$ cat src/rtl/scb_pkg.sv
package scb_pkg;
  localparam int unsigned BYTE_W_DEF = 8;
  localparam int unsigned SIG_W_DEF  = 16;

  typedef enum logic {
    SEL_A = 1'b0,
    SEL_B = 1'b1
  } reg_sel_e;

  typedef struct packed {
    logic shift;
    logic bit_in;
    logic close;
  } cap_req_t;
endpackage

$ cat src/rtl/scb_rst_sync.sv
module scb_rst_sync (
  input  logic clk,
  input  logic rst_n,
  output logic rst_sync_n
);
  logic [1:0] sync_q;

  always_ff @(posedge clk or negedge rst_n) begin
    if (!rst_n) sync_q <= 2'b00;
    else        sync_q <= {sync_q[0], 1'b1};
  end

  assign rst_sync_n = sync_q[1];
endmodule

$ cat src/rtl/scb_byte_fifo.sv
module scb_byte_fifo
  import scb_pkg::*;
#(
  parameter int unsigned BYTE_W = BYTE_W_DEF
) (
  input  logic              clk,
  input  logic              rst_n,
  input  cap_req_t          req,
  input  logic              pop,
  output logic [BYTE_W-1:0] head,
  output logic              full,
  output logic              empty
);
  localparam int unsigned SLOTS = 2;

  logic [BYTE_W-1:0] slot_q [SLOTS];
  logic [BYTE_W-1:0] slot_d [SLOTS];
  logic [SLOTS-1:0]  valid_q, valid_d;
  reg_sel_e          wsel_q, wsel_d, rsel_q, rsel_d;

  for (genvar g = 0; g < SLOTS; g++) begin : g_slot
    always_comb begin
      slot_d[g]  = slot_q[g];
      valid_d[g] = valid_q[g];
      if (req.shift && (wsel_q == reg_sel_e'(g))) begin
        slot_d[g] = {req.bit_in, slot_q[g][BYTE_W-1:1]};
        if (req.close) valid_d[g] = 1'b1;
      end
      if (pop && (rsel_q == reg_sel_e'(g))) begin
        slot_d[g]  = '0;
        valid_d[g] = 1'b0;
      end
    end

    always_ff @(posedge clk or negedge rst_n) begin
      if (!rst_n) begin
        slot_q[g]  <= '0;
        valid_q[g] <= 1'b0;
      end else begin
        slot_q[g]  <= slot_d[g];
        valid_q[g] <= valid_d[g];
      end
    end
  end

  always_comb begin
    wsel_d = wsel_q;
    rsel_d = rsel_q;
    if (req.shift && req.close) wsel_d = reg_sel_e'(~wsel_q);
    if (pop)                    rsel_d = reg_sel_e'(~rsel_q);
  end

  always_ff @(posedge clk or negedge rst_n) begin
    if (!rst_n) begin
      wsel_q <= SEL_A;
      rsel_q <= SEL_A;
    end else begin
      wsel_q <= wsel_d;
      rsel_q <= rsel_d;
    end
  end

  assign full  = &valid_q;
  assign empty = ~|valid_q;
  assign head  = empty ? '0 : ((rsel_q == SEL_B) ? slot_q[1] : slot_q[0]);

  // with both bytes held and nothing popped, stored data stays put
  a_r6_full_holds: assert property (@(posedge clk) disable iff (!rst_n)
    (full && !pop) |=> ($stable(slot_q[0]) && $stable(slot_q[1])));
  // the queue cannot be full and empty at once
  a_r6_flags_exclusive: assert property (@(posedge clk) disable iff (!rst_n)
    !(full && empty));
  // the controller never pops an empty queue
  a_r7_pop_needs_data: assert property (@(posedge clk) disable iff (!rst_n)
    pop |-> !empty);
  // a closing capture leaves a readable byte
  a_r4_close_fills: assert property (@(posedge clk) disable iff (!rst_n)
    (req.shift && req.close) |=> !empty);
endmodule

$ cat src/rtl/scb_sig_compactor.sv
module scb_sig_compactor
  import scb_pkg::*;
#(
  parameter int unsigned    BYTE_W   = BYTE_W_DEF,
  parameter int unsigned    SIG_W    = SIG_W_DEF,
  parameter logic [SIG_W-1:0] SIG_POLY = 16'h1021
) (
  input  logic              clk,
  input  logic              rst_n,
  input  logic              seed_we,
  input  logic [BYTE_W-1:0] seed_byte,
  input  logic              step,
  input  logic              bit_in,
  output logic [SIG_W-1:0]  sig_q
);
  localparam int unsigned KEEP_W = SIG_W - BYTE_W;

  logic [SIG_W-1:0] sig_d;
  logic             fb;

  always_comb begin
    sig_d = sig_q;
    fb    = sig_q[SIG_W-1] ^ bit_in;
    if (seed_we) begin
      sig_d = {sig_q[KEEP_W-1:0], seed_byte};
    end else if (step) begin
      sig_d = {sig_q[SIG_W-2:0], 1'b0} ^ (fb ? SIG_POLY : '0);
    end
  end

  always_ff @(posedge clk or negedge rst_n) begin
    if (!rst_n) sig_q <= '0;
    else        sig_q <= sig_d;
  end

  // signature moves only on a write or a compaction step
  a_r8_idle_stable: assert property (@(posedge clk) disable iff (!rst_n)
    (!seed_we && !step) |=> $stable(sig_q));
  // a zero signature stays zero when zero bits are folded in
  a_r9_zero_stays: assert property (@(posedge clk) disable iff (!rst_n)
    (step && !seed_we && (sig_q == '0) && !bit_in) |=> (sig_q == '0));
endmodule

$ cat src/rtl/scan_capture_buffer.sv
module scan_capture_buffer
  import scb_pkg::*;
#(
  parameter int unsigned      BYTE_W   = BYTE_W_DEF,
  parameter int unsigned      SIG_W    = SIG_W_DEF,
  parameter logic [SIG_W-1:0] SIG_POLY = 16'h1021
) (
  input  logic              clk,
  input  logic              rst_n,
  input  logic              tdi_bit,
  input  logic              sck_en,
  input  logic              cap_en,
  input  logic              sig_mode,
  input  logic              bit8_tick,
  input  logic              len_en,
  input  logic              len_tc,
  input  logic              rd_req,
  output logic [BYTE_W-1:0] rd_data,
  input  logic              wr_req,
  input  logic [BYTE_W-1:0] wr_data,
  output logic              full,
  output logic              empty,
  output logic [SIG_W-1:0]  sig_value
);
  logic     rst_sync_n;
  logic     bit_live;
  logic     pop;
  logic     seed_we;
  logic     sig_step;
  cap_req_t cap_req;

  scb_rst_sync u_rst (
    .clk        (clk),
    .rst_n      (rst_n),
    .rst_sync_n (rst_sync_n)
  );

  always_comb begin
    bit_live       = cap_en && sck_en;
    cap_req.shift  = bit_live && !sig_mode && !full;
    cap_req.bit_in = tdi_bit;
    cap_req.close  = bit8_tick || (len_en && len_tc);
    pop            = rd_req && !empty && !sig_mode;
    seed_we        = wr_req && sig_mode;
    sig_step       = bit_live && sig_mode;
  end

  scb_byte_fifo #(.BYTE_W(BYTE_W)) u_fifo (
    .clk   (clk),
    .rst_n (rst_sync_n),
    .req   (cap_req),
    .pop   (pop),
    .head  (rd_data),
    .full  (full),
    .empty (empty)
  );

  scb_sig_compactor #(
    .BYTE_W   (BYTE_W),
    .SIG_W    (SIG_W),
    .SIG_POLY (SIG_POLY)
  ) u_sig (
    .clk       (clk),
    .rst_n     (rst_sync_n),
    .seed_we   (seed_we),
    .seed_byte (wr_data),
    .step      (sig_step),
    .bit_in    (tdi_bit),
    .sig_q     (sig_value)
  );

  // with capture idle and no read, the queue outputs hold
  a_r2_hold_when_idle: assert property (@(posedge clk) disable iff (!rst_sync_n)
    ((!cap_en || !sck_en) && !rd_req) |=> ($stable(rd_data) && $stable(full) && $stable(empty)));
  // outside compactor mode the signature never changes
  a_r8_sig_frozen: assert property (@(posedge clk) disable iff (!rst_sync_n)
    !sig_mode |=> $stable(sig_value));
  // in compactor mode the queue is frozen
  a_r9_queue_frozen: assert property (@(posedge clk) disable iff (!rst_sync_n)
    sig_mode |=> ($stable(rd_data) && $stable(full) && $stable(empty)));
endmodule

$ cat config.mk
export PLATFORM = sky130hd
export DESIGN_NAME = scan_capture_buffer
export DESIGN_NICKNAME = d
export VERILOG_FILES = /design/src/rtl/scb_pkg.sv /design/src/rtl/scb_rst_sync.sv /design/src/rtl/scb_byte_fifo.sv /design/src/rtl/scb_sig_compactor.sv /design/src/rtl/scan_capture_buffer.sv
export SDC_FILE = /design/constraint.sdc
export NUM_CORES = 1
export LEC_CHECK = 0
export BUFFER_PORTS_ARGS = -buffer_cell sky130_fd_sc_hd__buf_2
export CORE_MARGIN = 2
export CORE_UTILIZATION = 50
export DETAILED_ROUTE_END_ITERATION = 8
export PLACE_DENSITY = 0.84
export SETUP_SLACK_MARGIN = 0.15
export SKIP_LAST_GASP = 1
export SYNTH_ARGS = -nofsm -noshare
export SYNTH_HDL_FRONTEND = slang
export SYNTH_HIERARCHICAL = 1
export SYNTH_SLANG_ARGS = --single-unit
$ cat constraint.sdc
create_clock -name clk -period 2.3 [get_ports clk]
set_input_delay 0.575 -clock clk [delete_from_list [all_inputs] [get_ports clk]]
set_output_delay 0.575 -clock clk [all_outputs]
set_load 0.05 [all_outputs]
==> metrics, run 1 <==
initial core utilization=53.4%; root buffer cell=clkbuf_4; Synth Area in Compound Gates=10.5%; ys flop type=dfrtp_1; FF+latch count, synth=38; peak supply drop=556 uV; FILL cells=314; die height=64.4 um; fin nets=251; top post-synthesis cells by count=nand2_1 (39), dfrtp_1 (38), mux2i_1 (21), a21oi_1 (18), o21ai_0 (13); initial antenna violation count=0; Final Slew Violations=0; dpl cell area=0.00206 mm2; RSZ-0062 raised after global routing=false; Cell variety after synth=29; GPL Wtd Cong=0.784; synthesized instance count=188; Hold Vio Cnt, Final=0; slew margin rel.=42.9%; port bufs=44; adder-cell area share of the yosys netlist=0%; largest family of logic cells by synthesized area=simple AND/OR/NAND/NOR gates; clock sink total=38; crit path launch type=flop; Routed WL per cell=13.5 um; setup violators final=0; Max clock buf depth=2; Setup crit end kind=output pin; Ports=45; Layout area overhead=16.9%; Multi-input gate area=793 um2; ys async rst share=100%; DP HPWL=2720 um; status=completed; DRT antenna net count=0; CTS tree=yes; Iter 0 DRT Violations=79; Setup CP Type=reg -> out; row cnt=21; worst slew pin tran=856 ps; Warnings, synthesis=6; Post-synth EDFFs=0; Clock Latency Late Sink=350 ps; largest net degree at the start of global routing=37; FMAX=495 MHz; Die Area=0.00414 mm2; global-route wire length before repair=6140 um; CTS clk-pin slew, worst paths=120 ps; Synth area leaders=dfrtp_1 (52%), mux2i_1 (12%), nand2_1 (8.0%), a21oi_1 (4.9%), o21ai_0 (3.6%); Power Density=997 mW/mm2; Post-Place Cells=270; Synth Net Count=207; cell type with the largest total area after synthesis=dfrtp_1; HP Class=reg -> async; Seq/Total Area, Yosys=52.2%; WL final=3770 um; drt drc=0; vias in the first global route=1308; Tcrit/Tclk final=87.9%; leakage power=1.01 nW; Die Width=64.4 um; Crit path required time=1730 ps; share of layout cells above drive strength 1=26.6%; GRT Overall Usage=19.6%; routed vias/inst=5.32; Period minus WS final=2020 ps; mux cell area share after synthesis=11.5%; # diodes=0; Num CTS Buffers=5; H-tree depth=2; most frequent cell after synthesis=nand2_1; crit path max fanout=10; Vias=1483; clk_skew=16.3 ps; first-pass detailed-route iteration total=4; simple-gate share of the synthesized area=19.8%; Max-Cap Viols=0; top-area cell type share of the netlist area=52.2%; Storage cell area=952 um2; Worst Path Arrival=1450 ps; Setup Buffers After CTS=0; XOR/XNOR Fraction of Synth Area=1.44%; final instance area=0.00213 mm2; GR Overflow Total=0; Mapped Avg Cell Area=9.70 um2; Core Region=0.00342 mm2; Post-Route Setup TNS=0 ps; Post-Syn Area=0.00182 mm2; fin cells=279
[stage by stage]
step	power (mW)	hold WS, ps	utilization [%]	setup slack [ps]
after floorplan	1.60	279	-	320
after global placement	1.76	334	60.3	539
after detailed placement	1.78	338	60.3	493
after CTS	2.14	366	62.4	255
after global routing	2.25	380	62.4	174
final	2.12	341	62.4	279
[routing by layer]
metal | GRT usage, % | share of wire [%] | vias up
li1 | - | - | 730
met1 | 26.7 | 48 | 710
met2 | 29.8 | 46 | 38
met3 | 6.34 | 4.5 | 5
met4 | 6.38 | 1.2 | 0
met5 | 0 | 0 | -
[registers in the layout (all words and copies together) (netlist names)]
register        flops
u_fifo/rsel_q       1
u_fifo/slot_q      16
u_fifo/valid_q      2
u_fifo/wsel_q       1
u_rst/sync_q        2
u_sig/sig_q        16
[critical path, cell delays in order (launching register included)]
cell and delay (ps):
dfrtp_1 420, nor2_2 350, buf_2 340
[worst paths after layout]
kind                                               start                             to  slack, ps  cells after the start
min in group clk               u_rst/sync_q[0]$_DFF_PN0_      u_rst/sync_q[1]$_DFF_PN0_        360                      0
hold / removal                 u_rst/sync_q[1]$_DFF_PN0_    u_sig/sig_q[14]$_DFFE_PN0P_        340                      0
max in group asynchronous      u_rst/sync_q[1]$_DFF_PN0_  u_fifo/slot_q[13]$_DFFE_PN0P_       1250                      1
setup / recovery           u_fifo/valid_q[1]$_DFFE_PN0P_                          empty        280                      2
setup reg to reg           u_fifo/valid_q[0]$_DFFE_PN0P_  u_fifo/slot_q[15]$_DFFE_PN0P_        600                      6
hold reg to reg                u_rst/sync_q[1]$_DFF_PN0_    u_sig/sig_q[14]$_DFFE_PN0P_        340                      0
[placed cells by master, fill, tap and decap left out]
cell,Yosys,layout
buf_2,6,44
nand2_1,39,39
dfrtp_1,38,37
mux2i_1,21,21
a21oi_1,18,18
o21ai_0,13,13
nor2_1,12,12
nand3_1,10,10
clkbuf_4,0,5
buf_4,2,5
a21o_1,2,2
nor3b_1,2,2
nor2b_1,2,2
xnor2_1,2,2
or4b_1,2,2
nand4b_1,2,2
and2_2,1,1
and3_2,1,1
and4bb_2,1,1
clkinv_2,0,1
clkbuf_1,3,1
clkbuf_8,0,1
dlygate4sd3_1,0,1
nor2_2,1,1
and2_1,1,1
and2_4,1,1
a31oi_1,1,1
xor2_1,1,1
nand2b_1,1,1
dfrtp_2,0,1
conb_1,1,1
a211oi_1,1,1
a22oi_1,1,1
[cell type report]
cell class,count,share of cell area (%)
clock buffer,7,2.58
clock inverter,1,0.235
tap,46,2.70
multi-input combinational,137,37.2
timing repair buffer,50,12.6
sequential,38,44.7
[report_power, final]
group	switching, mW	total (mW)	internal [mW]	leakage [nW]
sequential	0.189	0.995	0.806	0.492
clock	0.213	0.361	0.148	0.0353
combinational	0.537	0.768	0.231	0.487
total	0.939	2.12	1.18	1.01
[cells by family after synthesis]
group	Yosys count
AND/OR/NAND/NOR	76
flip-flops	38
AO/OA/AOI/OAI	36
multiplexers	21
buffers and inverters	13
XOR/XNOR	3
other	1
[repair_timing]
action,CTS,global route
setup endpoints to repair,1,0
hold endpoints to repair,2,0
hold buffers,1,0
resized for setup,1,0
Note: power is estimated with default switching activity, not from simulation.
==> inputs of run 2 (changes only) <==
- BUFFER_PORTS_ARGS: -buffer_cell sky130_fd_sc_hd__buf_2 -> -buffer_cell sky130_fd_sc_hd__clkbuf_2
==> run 2 against run 1 <==
- sequential power about the same
- non-clock buffer count unchanged
- fmax up 0.54%
- combinational power grew 1%
- wire length fell by 0.53%
- count of clock-buffer cells in the layout did not move
- power increased by 0.73%
- cell area up 0.24%
- sequential share of layout area decreased by 0.10 points
- flip-flop and latch count stayed put
- worst setup slack gained 11 ps
==> metrics, run 2 (synthesis results as in run 1) <==
row cnt=21; vias in the first global route=1362; HP Class=reg -> async; Clock Latency Late Sink=340 ps; H-tree depth=2; Vias=1487; port bufs=44; WL final=3750 um; Tcrit/Tclk final=87.4%; switch share=44.6%; die height=64.4 um; Period minus WS final=2010 ps; Ports=45; share of layout cells above drive strength 1=26.6%; setup violators final=0; Die Area=0.00414 mm2; GRT Overall Usage=20.1%; FILL cells=310; drt drc=0; slew margin rel.=51.5%; Max clock buf depth=2; fin nets=251; Worst R2R Setup Slack=570 ps; leakage power=1.01 nW; Post-Route Setup TNS=0 ps; crit path launch type=flop; Setup crit end kind=output pin; GR Overflow Total=0; commonest non-fill, non-tap cells in the layout=clkbuf_2 (44), nand2_1 (39), dfrtp_1 (37); Switching Power=0.953 mW; routed vias/inst=5.33; Num CTS Buffers=5; DP HPWL=2710 um; Max-Cap Viols=0; Power Density=1000 mW/mm2; first-pass detailed-route iteration total=4; cell internal pwr=1.19 mW; largest stage delay on the critical path=550 ps; initial core utilization=53.4%; Clk pwr share=17.0%; peak supply drop=482 uV; clock sink total=38; CTS clk-pin slew, worst paths=110 ps; Seq pwr share=46.8%; DRT antenna net count=0; worst path cell trace=mux2i_1 -> nor2_1 -> clkbuf_2; Worst Path Arrival=1440 ps; worst slew pin tran=727 ps; Hold Vio Cnt, Final=0; Final Slew Violations=0; largest registers=u_fifo/slot_q (16), u_sig/sig_q (16); FMAX=497 MHz; crit path max fanout=11; GPL Wtd Cong=0.759; Logic pwr share=36.3%; root buffer cell=clkbuf_4; Iter 0 DRT Violations=98; largest net degree at the start of global routing=37; CTS tree=yes; RSZ-0062 raised after global routing=false; cell count of the worst reg-to-reg path=6; # diodes=0; Slowest cell on crit path=dfrtp_2; global-route wire length before repair=6350 um; Setup CP Type=reg -> out; Routed WL per cell=13.4 um; status=completed; most common cell after layout, fill and taps aside=clkbuf_2; Core Region=0.00342 mm2; Die Width=64.4 um; Tot Pwr=2.14 mW; Layout area overhead=17.2%; clk_skew=8.65 ps; initial antenna violation count=0; Crit path required time=1730 ps
## run 2: timing repair
action	in CTS	in global routing
gates resized for setup	1	1
setup buffers	0	0
endpoints found under the setup margin	8	4
endpoints found under the hold margin	2	0
hold buffers	1	0
## run 2: layer usage
metal  global-route usage (%)  part of all wire (%)  up-vias
met3                     5.81                   4.6        4
li1                         -                     -      730
met2                     30.7                    49       43
met5                        0                     0        -
met1                     27.8                    46      710
met4                     6.38                  0.96        0
## run 2: power by group through the flow
stage | sequential (mW) | clock [mW] | combinational (mW)
final | 1.00 | 0.363 | 0.776
after global routing | 1.03 | 0.405 | 0.833
after CTS | 0.993 | 0.378 | 0.776
after detailed placement | 1.00 | 0 | 0.775
after global placement | 1.00 | 0 | 0.757
after floorplan | 1.11 | 0 | 0.489
## run 2: final cells by class
class                      count  area (um2)  share of cell area (%)
clock inverter                 1        5.00                   0.234
tap                           46        57.6                    2.69
timing repair buffer          50         268                    12.5
clock buffer                   7        55.1                    2.58
sequential                    38         952                    44.6
multi-input combinational    137         798                    37.4
## run 2: final timing paths
kind / from / end
worst max-delay path: u_fifo/rsel_q$_DFFE_PN0P_ / rd_data[7]
worst min-delay path: u_rst/sync_q[1]$_DFF_PN0_ / u_sig/sig_q[9]$_DFFE_PN0P_
worst max register to register: u_fifo/valid_q[0]$_DFFE_PN0P_ / u_fifo/slot_q[12]$_DFFE_PN0P_
worst min register to register: u_rst/sync_q[1]$_DFF_PN0_ / u_sig/sig_q[9]$_DFFE_PN0P_
max in group asynchronous: u_rst/sync_q[1]$_DFF_PN0_ / u_fifo/rsel_q$_DFFE_PN0P_
min in group clk: u_rst/sync_q[0]$_DFF_PN0_ / u_rst/sync_q[1]$_DFF_PN0_
## run 2: per-stage QoR
| stage | util, % | hold WS [ps] | instance area [um2] | worst slack, ps | std cells |
|---|---|---|---|---|---|
| after global routing | 62.5 | 363 | 2140 | 199 | 279 |
| after global placement | 60.3 | 325 | 2060 | 546 | 270 |
| after detailed placement | 60.3 | 335 | 2060 | 521 | 270 |
| after floorplan | - | 279 | 1820 | 320 | 188 |
| final | 62.5 | 307 | 2140 | 290 | 279 |
| after CTS | 62.4 | 333 | 2130 | 213 | 279 |
## run 2: critical path, delay by kind of cell (launching register included)
kind	cells	cell delay (ps)
simple gates	1	60
mux	1	240
flops	1	550
buf+inv	1	240
==> inputs of run 3 (changes only) <==
- ABC_AREA: unset -> 0
- CORE_MARGIN: 2 -> unset
==> run 3 against run 2 <==
- register-to-register slack about the same
- clock skew increased by 6.6 ps
- non-clock buffer count unchanged
- largest cell class unchanged
==> metrics, run 3 (synthesis results as in run 1) <==
status=completed; Crit path required time=1730 ps; Tcrit/Tclk final=88.0%; CTS tree=yes; Storage cell area=952 um2; largest registers=u_fifo/slot_q (16), u_sig/sig_q (16); Setup crit end kind=output pin; Setup Buffers After CTS=0; Hold Slack=200 ps; Post-Place Cells=270; port bufs=44; largest net degree at the start of global routing=37; crit path max fanout=11; final instance area=0.00214 mm2; Final Slew Violations=0; crit path launch type=flop; Hold Vio Cnt, Final=0; slew margin rel.=64.7%; Vias=1471; setup violators final=0; FILL cells=323; Worst Path Arrival=1450 ps; HP Class=reg -> async; leakage power=1.01 nW; Layout area overhead=17.2%; H-tree depth=2; dpl cell area=0.00206 mm2; Max-Cap Viols=0; Die Width=62.4 um; DP HPWL=2700 um; FMAX=494 MHz; global-route wire length before repair=6460 um; Ports=45; Power Density=998 mW/mm2; row cnt=21; CTS clk-pin slew, worst paths=120 ps; GR Overflow Total=0; routed vias/inst=5.27; pre-CTS setup slack=514 ps; peak supply drop=473 uV; first-pass detailed-route iteration total=4; GRT Overall Usage=21.4%; drt drc=0; Num CTS Buffers=5; Period minus WS final=2020 ps; cell internal pwr=1.19 mW; most common cell after layout, fill and taps aside=clkbuf_2; Core Region=0.00342 mm2; vias in the first global route=1400; Clk pwr share=16.7%; Setup CP Type=reg -> out; Logic pwr share=36.4%; DRT antenna net count=0; worst slew pin tran=530 ps; WL final=3710 um; Clock Latency Late Sink=340 ps; GPL Wtd Cong=0.782; RSZ-0062 raised after global routing=false; # diodes=0; Post-Route Setup TNS=0 ps; root buffer cell=clkbuf_4; initial antenna violation count=0; die height=62.4 um; Setup WS post-layout=277 ps; Die Area=0.00389 mm2; clk_skew=15.2 ps; Routed WL per cell=13.3 um; initial core utilization=53.4%; share of layout cells above drive strength 1=26.6%; Seq pwr share=46.9%; switch share=44.4%; commonest non-fill, non-tap cells in the layout=clkbuf_2 (44), nand2_1 (39), dfrtp_1 (37); Iter 0 DRT Violations=86; fin cells=279; fin nets=251; Max clock buf depth=2; Multi-input gate area=798 um2; clock sink total=38; Switching Power=0.945 mW
-- run 3: cell counts in the layout (fill, tap and decap cells not counted) --
No cell type changed its count.
-- run 3: critical path, stage by stage, from the launching register on --
cell      delay [ps]
dfrtp_2          560
mux2i_1          250
nor2_1            60
clkbuf_2         240
-- run 3: stage by stage --
step / util (%) / power, mW
2_1_floorplan: - / 1.60
3_3_place_gp: 60.3 / 1.76
3_5_place_dp: 60.3 / 1.78
4_1_cts: 62.4 / 2.13
5_1_grt: 62.5 / 2.26
6_report: 62.5 / 2.13
-- run 3: worst paths after layout --
kind | start | endpoint | slack [ps] | depth (start not counted)
setup / recovery | u_fifo/rsel_q$_DFFE_PN0P_ | rd_data[5] | 280 | 3
hold / removal | u_rst/sync_q[1]$_DFF_PN0_ | u_fifo/slot_q[3]$_DFFE_PN0P_ | 200 | 0
setup reg to reg | u_fifo/valid_q[0]$_DFFE_PN0P_ | u_fifo/slot_q[13]$_DFFE_PN0P_ | 560 | 6
hold reg to reg | u_rst/sync_q[1]$_DFF_PN0_ | u_fifo/slot_q[3]$_DFFE_PN0P_ | 200 | 0
max in group asynchronous | u_rst/sync_q[1]$_DFF_PN0_ | u_sig/sig_q[15]$_DFFE_PN0P_ | 1510 | 1
min in group clk | u_rst/sync_q[0]$_DFF_PN0_ | u_rst/sync_q[1]$_DFF_PN0_ | 370 | 0
-- run 3: final cells by class --
class / count / area share (%)
clock inverters: 1 / 0.234
well taps: 46 / 2.69
clock buffers: 7 / 2.58
flip-flops and latches: 38 / 44.6
multi-input cells: 137 / 37.4
repair buffers: 50 / 12.5
-- run 3: power groups by stage --
stage                     registers, mW  logic, mW  clock network [mW]
after floorplan                    1.11      0.489                   0
after global placement            0.998      0.759                   0
after detailed placement           1.00      0.776                   0
after CTS                         0.991      0.776               0.363
after global routing               1.03      0.834               0.403
final                             0.999      0.777               0.356
-- run 3: routing by layer --
metal  up-vias  routed length (um)  track usage, %
li1        728                   -               -
met1       702                1770            29.0
met2        37                1750            32.4
met3         4                 163            6.02
met4         0                  33            8.72
met5         -                   0               0
-- run 3: what timing repair did --
| item | CTS | global route |
|---|---|---|
| resized for setup | 1 | 1 |
| hold endpoints to repair | 2 | 0 |
| setup endpoints to repair | 8 | 9 |
| hold buffers | 1 | 0 |
